===== src/rtl/isr_pkg.sv =====
package isr_pkg;

  localparam int REG_W   = 32;
  localparam int NUM_SRC = 6;

  // Bit position of each event source in both the status and control words
  localparam int SRC_POS [NUM_SRC] = '{0, 4, 8, 9, 12, 13};

  localparam int RXTRG_BIT = 19;
  localparam int SRST_BIT  = 28;

  function automatic logic [REG_W-1:0] calcSrcMask();
    logic [REG_W-1:0] m;
    m = '0;
    for (int i = 0; i < NUM_SRC; i++) m[SRC_POS[i]] = 1'b1;
    return m;
  endfunction

  localparam logic [REG_W-1:0] SRC_MASK  = calcSrcMask();
  localparam logic [REG_W-1:0] CTRL_MASK = SRC_MASK
                                         | (REG_W'(1) << RXTRG_BIT)
                                         | (REG_W'(1) << SRST_BIT);

  typedef struct packed {
    logic             ctrlWr;
    logic             statWr;
    logic [REG_W-1:0] data;
  } regStrobe_t;

  typedef enum logic [1:0] {
    SEL_NONE = 2'd0,
    SEL_CTRL = 2'd1,
    SEL_STAT = 2'd2
  } rdSel_e;

endpackage


===== src/rtl/isr_decode.sv =====
module isr_decode
  import isr_pkg::*;
#(
  parameter int ADDR_W    = 4,
  parameter int CTRL_ADDR = 0,
  parameter int STAT_ADDR = 4
) (
  input  logic              regWrEn,
  input  logic [ADDR_W-1:0] regAddr,
  input  logic [REG_W-1:0]  regWrData,
  output regStrobe_t        strb,
  output rdSel_e            rdSel
);

  localparam logic [ADDR_W-1:0] CTRL_A = ADDR_W'(CTRL_ADDR);
  localparam logic [ADDR_W-1:0] STAT_A = ADDR_W'(STAT_ADDR);

  logic hitCtrl;
  logic hitStat;

  assign hitCtrl = (regAddr == CTRL_A);
  assign hitStat = (regAddr == STAT_A);

  always_comb begin
    strb.ctrlWr = regWrEn && hitCtrl;
    strb.statWr = regWrEn && hitStat;
    strb.data   = regWrData;
  end

  always_comb begin
    if (hitCtrl)      rdSel = SEL_CTRL;
    else if (hitStat) rdSel = SEL_STAT;
    else              rdSel = SEL_NONE;
  end

  // Decode never targets both words at once
  always_comb begin
    assert_one_target_R10: assert (!(strb.ctrlWr && strb.statWr));
  end

endmodule


===== src/rtl/isr_datapath.sv =====
module isr_datapath
  import isr_pkg::*;
(
  input  logic               clk,
  input  logic               rstN,
  input  regStrobe_t         strb,
  input  rdSel_e             rdSel,
  input  logic [NUM_SRC-1:0] evtPulse,
  input  logic               engineBusy,
  output logic [REG_W-1:0]   rdData,
  output logic               irqReq,
  output logic               coreRst,
  output logic               busyOut,
  output logic               rxTrigEn
);

  logic [REG_W-1:0]   ctrlQ;
  logic [NUM_SRC-1:0] statQ;
  logic [NUM_SRC-1:0] enVec;
  logic [REG_W-1:0]   statWord;

  // Control word: only defined bits are stored
  always_ff @(posedge clk or negedge rstN) begin
    if (!rstN)            ctrlQ <= '0;
    else if (strb.ctrlWr) ctrlQ <= strb.data & CTRL_MASK;
  end

  // Sticky status bits, event has priority over clear
  for (genvar g = 0; g < NUM_SRC; g++) begin : gSrc
    logic clrHit;
    assign clrHit   = strb.statWr && strb.data[SRC_POS[g]];
    assign enVec[g] = ctrlQ[SRC_POS[g]];

    always_ff @(posedge clk or negedge rstN) begin
      if (!rstN)            statQ[g] <= 1'b0;
      else if (evtPulse[g]) statQ[g] <= 1'b1;
      else if (clrHit)      statQ[g] <= 1'b0;
    end

    assert_evt_sets_R2: assert property (@(posedge clk) disable iff (!rstN)
      evtPulse[g] |=> statQ[g]);
    assert_evt_wins_R4: assert property (@(posedge clk) disable iff (!rstN)
      (evtPulse[g] && clrHit) |=> statQ[g]);
    assert_w1c_R3: assert property (@(posedge clk) disable iff (!rstN)
      (clrHit && !evtPulse[g]) |=> !statQ[g]);
    assert_hold_R3: assert property (@(posedge clk) disable iff (!rstN)
      (!clrHit && !evtPulse[g]) |=> $stable(statQ[g]));
  end

  always_comb begin
    statWord = '0;
    for (int i = 0; i < NUM_SRC; i++) statWord[SRC_POS[i]] = statQ[i];
  end

  always_comb begin
    case (rdSel)
      SEL_CTRL: rdData = ctrlQ;
      SEL_STAT: rdData = statWord;
      default:  rdData = '0;
    endcase
  end

  assign irqReq   = |(statQ & enVec);
  assign coreRst  = ctrlQ[SRST_BIT];
  assign rxTrigEn = ctrlQ[RXTRG_BIT];
  assign busyOut  = engineBusy && !coreRst;

  assert_ctrl_keep_R9: assert property (@(posedge clk) disable iff (!rstN)
    !strb.ctrlWr |=> $stable(ctrlQ));
  assert_rxtrg_R8: assert property (@(posedge clk) disable iff (!rstN)
    strb.ctrlWr |=> (rxTrigEn == $past(strb.data[RXTRG_BIT])));

endmodule


===== src/rtl/isr_unit.sv =====
module isr_unit
  import isr_pkg::*;
#(
  parameter int ADDR_W    = 4,
  parameter int CTRL_ADDR = 0,
  parameter int STAT_ADDR = 4
) (
  input  logic               clk,
  input  logic               rstN,
  input  logic               regWrEn,
  input  logic [ADDR_W-1:0]  regAddr,
  input  logic [REG_W-1:0]   regWrData,
  output logic [REG_W-1:0]   regRdData,
  input  logic [NUM_SRC-1:0] evtPulse,
  input  logic               engineBusy,
  output logic               irqReq,
  output logic               coreRst,
  output logic               busyOut,
  output logic               rxTrigEn
);

  regStrobe_t strb;
  rdSel_e     rdSel;

  isr_decode #(
    .ADDR_W   (ADDR_W),
    .CTRL_ADDR(CTRL_ADDR),
    .STAT_ADDR(STAT_ADDR)
  ) i_decode (
    .regWrEn  (regWrEn),
    .regAddr  (regAddr),
    .regWrData(regWrData),
    .strb     (strb),
    .rdSel    (rdSel)
  );

  isr_datapath i_datapath (
    .clk       (clk),
    .rstN      (rstN),
    .strb      (strb),
    .rdSel     (rdSel),
    .evtPulse  (evtPulse),
    .engineBusy(engineBusy),
    .rdData    (regRdData),
    .irqReq    (irqReq),
    .coreRst   (coreRst),
    .busyOut   (busyOut),
    .rxTrigEn  (rxTrigEn)
  );

  assert_srst_R7: assert property (@(posedge clk) disable iff (!rstN)
    (strb.ctrlWr && strb.data[SRST_BIT]) |=> (coreRst && !busyOut));
  assert_quiet_irq_R5: assert property (@(posedge clk) disable iff (!rstN)
    (strb.statWr && (&(strb.data | ~SRC_MASK)) && !(|evtPulse)) |=> !irqReq);

endmodule


===== config.mk =====
export PLATFORM = sky130hd
export DESIGN_NAME = isr_unit
export DESIGN_NICKNAME = d
export VERILOG_FILES = /design/src/rtl/isr_pkg.sv /design/src/rtl/isr_decode.sv /design/src/rtl/isr_datapath.sv /design/src/rtl/isr_unit.sv
export SDC_FILE = /design/constraint.sdc
export NUM_CORES = 1
export LEC_CHECK = 0
export CORE_MARGIN = 1
export CORE_UTILIZATION = 60
export CTS_CLUSTER_DIAMETER = 60
export DETAILED_ROUTE_END_ITERATION = 12
export DONT_BUFFER_PORTS = 1
export PLACE_DENSITY = 0.78
export SLEW_MARGIN = 25
export SYNTH_ARGS = -nofsm -noshare
export SYNTH_HDL_FRONTEND = slang
export SYNTH_SLANG_ARGS = --single-unit

===== constraint.sdc =====
create_clock -name clk -period 1.85 [get_ports clk]
set_input_delay 0.4625 -clock clk [delete_from_list [all_inputs] [get_ports clk]]
set_output_delay 0.4625 -clock clk [all_outputs]
set_load 0.005 [all_outputs]

==> impl_table.tex <==
\begin{tabular}{lr}
\hline
Metric & Value \\
\hline
\multicolumn{2}{l}{\textbf{Cells and area}} \\
\quad Number of standard cells in the final layout excluding fillers & roughly 110 \\
\quad Number of inserted filler cells in the final layout & around 120 \\
\quad Footprint of the multi-input gates & 437.9 um\^{}2 \\
\quad Ant diodes & 0 \\
\quad Seq. cell area & between 300 and 400 um\^{}2 \\
\quad Nets & between 100 and 150 \\
\quad Fraction of layout instances using a drive strength above 1 & approximately 15\% \\
\quad Signed area change from the synthesized netlist to the final layout & -2.643\% \\
\multicolumn{2}{l}{\textbf{Placement}} \\
\quad Detailed placer's ending HPWL & around 1100 um \\
\quad GPL Wtd Cong & 0.7230 \\
\quad I/O Buffers & 0 \\
\quad Total instance count after detailed placement & 104 \\
\multicolumn{2}{l}{\textbf{GRT}} \\
\quad Via count of the first global-routing pass & around 520 \\
\quad Total grt overflow & 0 \\
\quad Pin count of the biggest net entering global routing & 16 \\
\quad Number of antenna violations at the first check in global routing & 0 \\
\quad Global-route wire length before repair & $\sim$2200 um \\
\quad Total track usage & between 20\% and 30\% \\
\multicolumn{2}{l}{\textbf{Clock tree}} \\
\quad Clock slew at reported path FFs & approximately 80 ps \\
\quad Cells resized by post-CTS repair & 0 \\
\quad Clk sink count & 14 \\
\quad Number of buffers inserted during clock tree synthesis & 3 \\
\quad Largest buffer count on any clock path & 2 \\
\quad CTS Root Buffer Type & sky130\_fd\_sc\_hd\_\_clkbuf\_4 \\
\quad Htree depth & 1 \\
\quad CTS tree & built \\
\quad Insertion delay to the later sink of the worst-skew pair & roughly 270 ps \\
\multicolumn{2}{l}{\textbf{Synth}} \\
\quad Sequential fraction of the synthesis area & 38.94\% \\
\quad Mapped Cells & 91 \\
\quad Top cell type by total area after synthesis & sky130\_fd\_sc\_hd\_\_dfrtp\_1 \\
\quad Most instantiated flip-flop cell in the synthesis netlist & sky130\_fd\_sc\_hd\_\_dfrtp\_1 \\
\quad Top-area cell type share of the netlist area & between 30\% and 40\% \\
\quad Most frequent cells after synthesis & sky130\_fd\_sc\_hd\_\_buf\_4, sky130\_fd\_sc\_hd\_\_dfrtp\_1 \\
\quad Synthesis-stage register bit count & 14 \\
\quad Avg Synthesized Cell Area & between 9 and 10 um\^{}2 \\
\quad Synth area leaders & sky130\_fd\_sc\_hd\_\_dfrtp\_1, sky130\_fd\_sc\_hd\_\_buf\_4, sky130\_fd\_sc\_hd\_\_mux2\_2 \\
\quad Count of synthesis-stage warnings from yosys & 0 \\
\quad EDFF count, synth & 0 \\
\quad Async set-or-reset flop fraction in the synthesized netlist & between 90\% and 100\% \\
\quad Post-synthesis instance area & $\sim$900 um\^{}2 \\
\quad Most frequent cell after synthesis & sky130\_fd\_sc\_hd\_\_buf\_4 \\
\quad Netlist cell types & 19 \\
\multicolumn{2}{l}{\textbf{Power and ir drop}} \\
\quad Overall power consumption & approximately 0.00071 W \\
\quad Switching Fraction & roughly 25\% \\
\quad Net switching power & $\sim$0.00018 W \\
\quad Cell-internal power & about 0.00053 W \\
\quad Share of power burned in the clock network & 30.4\% \\
\quad Worst IR Drop VDD & between 0.0004 and 0.0005 V \\
\quad Power per standard cell area & 812.0 nW/um\^{}2 \\
\quad Static Leakage & 0.4120 nW \\
\quad Fraction of power consumed by combinational cells & 15.9\% \\
\quad Flop pwr share & 53.7\% \\
\multicolumn{2}{l}{\textbf{Timing}} \\
\quad Ratio of final minimum period to clock period & 90.75\% \\
\quad Slew Limit Headroom & 59.26\% \\
\quad Top achievable clock speed & 595.7 MHz \\
\quad Setup Total Neg Slack & 0 ps \\
\quad Worst-margin pin slew & between 600 and 700 ps \\
\quad Final-report hold violation count & 0 \\
\quad Min Clock Period, post-route & 1679 ps \\
\quad Setup Skew & 0 ps \\
\quad RSZ-0062 raised after global routing & no \\
\quad Number of pins exceeding their max-slew limit in the final report & 0 \\
\quad Final Setup Violations & 0 \\
\multicolumn{2}{l}{\textbf{Drt}} \\
\quad DRT iter0 DRCs & 10 \\
\quad Drt drc & 0 \\
\quad Routed WL per cell & $\sim$13 um \\
\quad Vias per Instance & between 5 and 6 \\
\quad Count of antenna-violating nets left after detailed routing & 0 \\
\quad Detailed-router iteration count before antenna repair & 4 \\
\quad Routed via count & $\sim$560 \\
\quad Final Routed Wirelength & roughly 1400 um \\
\multicolumn{2}{l}{\textbf{Setup path}} \\
\quad Highest net fanout along the worst path & 4 \\
\quad Origin of the worst setup path & regAddr[1] \\
\quad Crit Path Category & in -> out \\
\quad Setup crit start kind & input pin \\
\quad Arrival time reported for the critical path endpoint & 1220 ps \\
\quad Kind of end point of the critical path & output pin \\
\quad Critical path required time & between 1000 and 1500 ps \\
\quad Beginning of the worst register-to-register path & i\_datapath.ctrlQ[0] \\
\multicolumn{2}{l}{\textbf{Die}} \\
\quad I/O pins & between 80 and 90 \\
\quad Die X & approximately 41 um \\
\quad Cell row count & 13 \\
\quad Starting density of the core & roughly 67\% \\
\quad Core area & 1350 um\^{}2 \\
\quad Total Die Area & 1658 um\^{}2 \\
\quad Y dimension of the die & between 40 and 50 um \\
\multicolumn{2}{l}{\textbf{Min path}} \\
\quad Startpoint of the most critical hold path & evtPulse[2] \\
\quad Type of the tightest min-delay check & in -> reg \\
\multicolumn{2}{l}{\textbf{Run}} \\
\quad Max-capacitance violation count & 0 \\
\multicolumn{2}{l}{\textbf{Status}} \\
\quad Outcome & finished, final reports clean \\
\hline
\end{tabular}
[path summary, 6_finish.rpt]
path | cells past startpoint | slack [ps] | end
setup / recovery | 3 | 170 | regRdData[13]
hold / removal | 1 | 290 | i_datapath.statQ[2]
setup reg to reg | 1 | 1060 | i_datapath.ctrlQ[0]
hold reg to reg | 1 | 530 | i_datapath.ctrlQ[4]
max in group asynchronous | 1 | 830 | i_datapath.ctrlQ[0]
min in group asynchronous | 1 | 630 | i_datapath.ctrlQ[8]
[timing repair]
| action | CTS | global route |
|---|---|---|
| endpoints found under the hold margin | 14 | 0 |
| endpoints found under the setup margin | 0 | 0 |
| hold buffers | 1 | 0 |
| setup buffers | 0 | 0 |
[power groups by stage]
stage	Combinational [W]	Clock, W	Sequential, W
after floorplan	0.000138	0	0.000379
after global placement	0.000103	0	0.000386
after detailed placement	0.000106	0	0.000388
after CTS	0.000114	0.000225	0.000382
after global routing	0.000133	0.000240	0.000390
final	0.000113	0.000216	0.000382
[stage by stage]
stage                     hold slack, ps  area, um^2  setup slack, ps  utilization, %
after floorplan                    166.9       985.9            94.42               -
after global placement             167.1       829.5            82.51           61.45
after detailed placement           167.1       829.5            70.48           61.45
after CTS                          276.0       875.8            171.0           64.87
after global routing               272.2       875.8            123.1           64.87
final                              287.7       875.8            171.2           64.87
[cell families after synthesis]
kind of cell           after synthesis  share of synthesized area (%)
AO/OA/AOI/OAI                        9                          5.841
buffers and inverters               28                          21.98
AND/OR/NAND/NOR                     25                          16.13
multiplexers                        14                          16.69
other                                1                         0.4168
flip-flops                          14                          38.94
[cells in the final DEF, fill, tap and decap left out]
cell type,synthesis,layout
sky130_fd_sc_hd__or4b_1,1,1
sky130_fd_sc_hd__nor2_1,6,6
sky130_fd_sc_hd__clkbuf_8,0,1
sky130_fd_sc_hd__mux2_2,6,6
sky130_fd_sc_hd__nor3b_1,2,2
sky130_fd_sc_hd__a22oi_1,3,3
sky130_fd_sc_hd__mux2i_1,6,6
sky130_fd_sc_hd__o21ai_0,6,6
sky130_fd_sc_hd__clkbuf_4,0,3
sky130_fd_sc_hd__mux2_1,2,2
sky130_fd_sc_hd__nand2_1,6,6
sky130_fd_sc_hd__or3_1,1,1
sky130_fd_sc_hd__buf_4,24,3
sky130_fd_sc_hd__nand2b_1,6,6
sky130_fd_sc_hd__nor2_8,1,1
sky130_fd_sc_hd__dfrtp_1,14,14
sky130_fd_sc_hd__nand3_1,1,1
sky130_fd_sc_hd__conb_1,1,24
sky130_fd_sc_hd__nor2b_1,1,1
sky130_fd_sc_hd__dlygate4sd3_1,0,1
[registers in the layout, indices dropped and copies added, names as in the netlist]
name / flops
i_datapath.ctrlQ: 8
i_datapath.statQ: 6
[layer usage]
layer / track usage [%] / up-vias / share of wire (%)
li1: - / 259 / -
met3: 5.978 / 2 / 8.7
met5: 0 / - / 0
met2: 33.33 / 35 / 51
met4: 13.33 / 0 / 0.88
met1: 25.17 / 265 / 39
[layout make-up]
cell class,count,share of cell area (%)
clock buffers,4,4.143
repair buffers,4,3.714
well taps,15,2.143
multi-input cells,72,50.00
flip-flops and latches,14,40.00
[worst max-delay path: stages]
cell and delay, ps:
sky130_fd_sc_hd__or3_1 430, sky130_fd_sc_hd__buf_4 170, sky130_fd_sc_hd__nor2_1 160
Note: power is estimated with default switching activity, not from simulation.
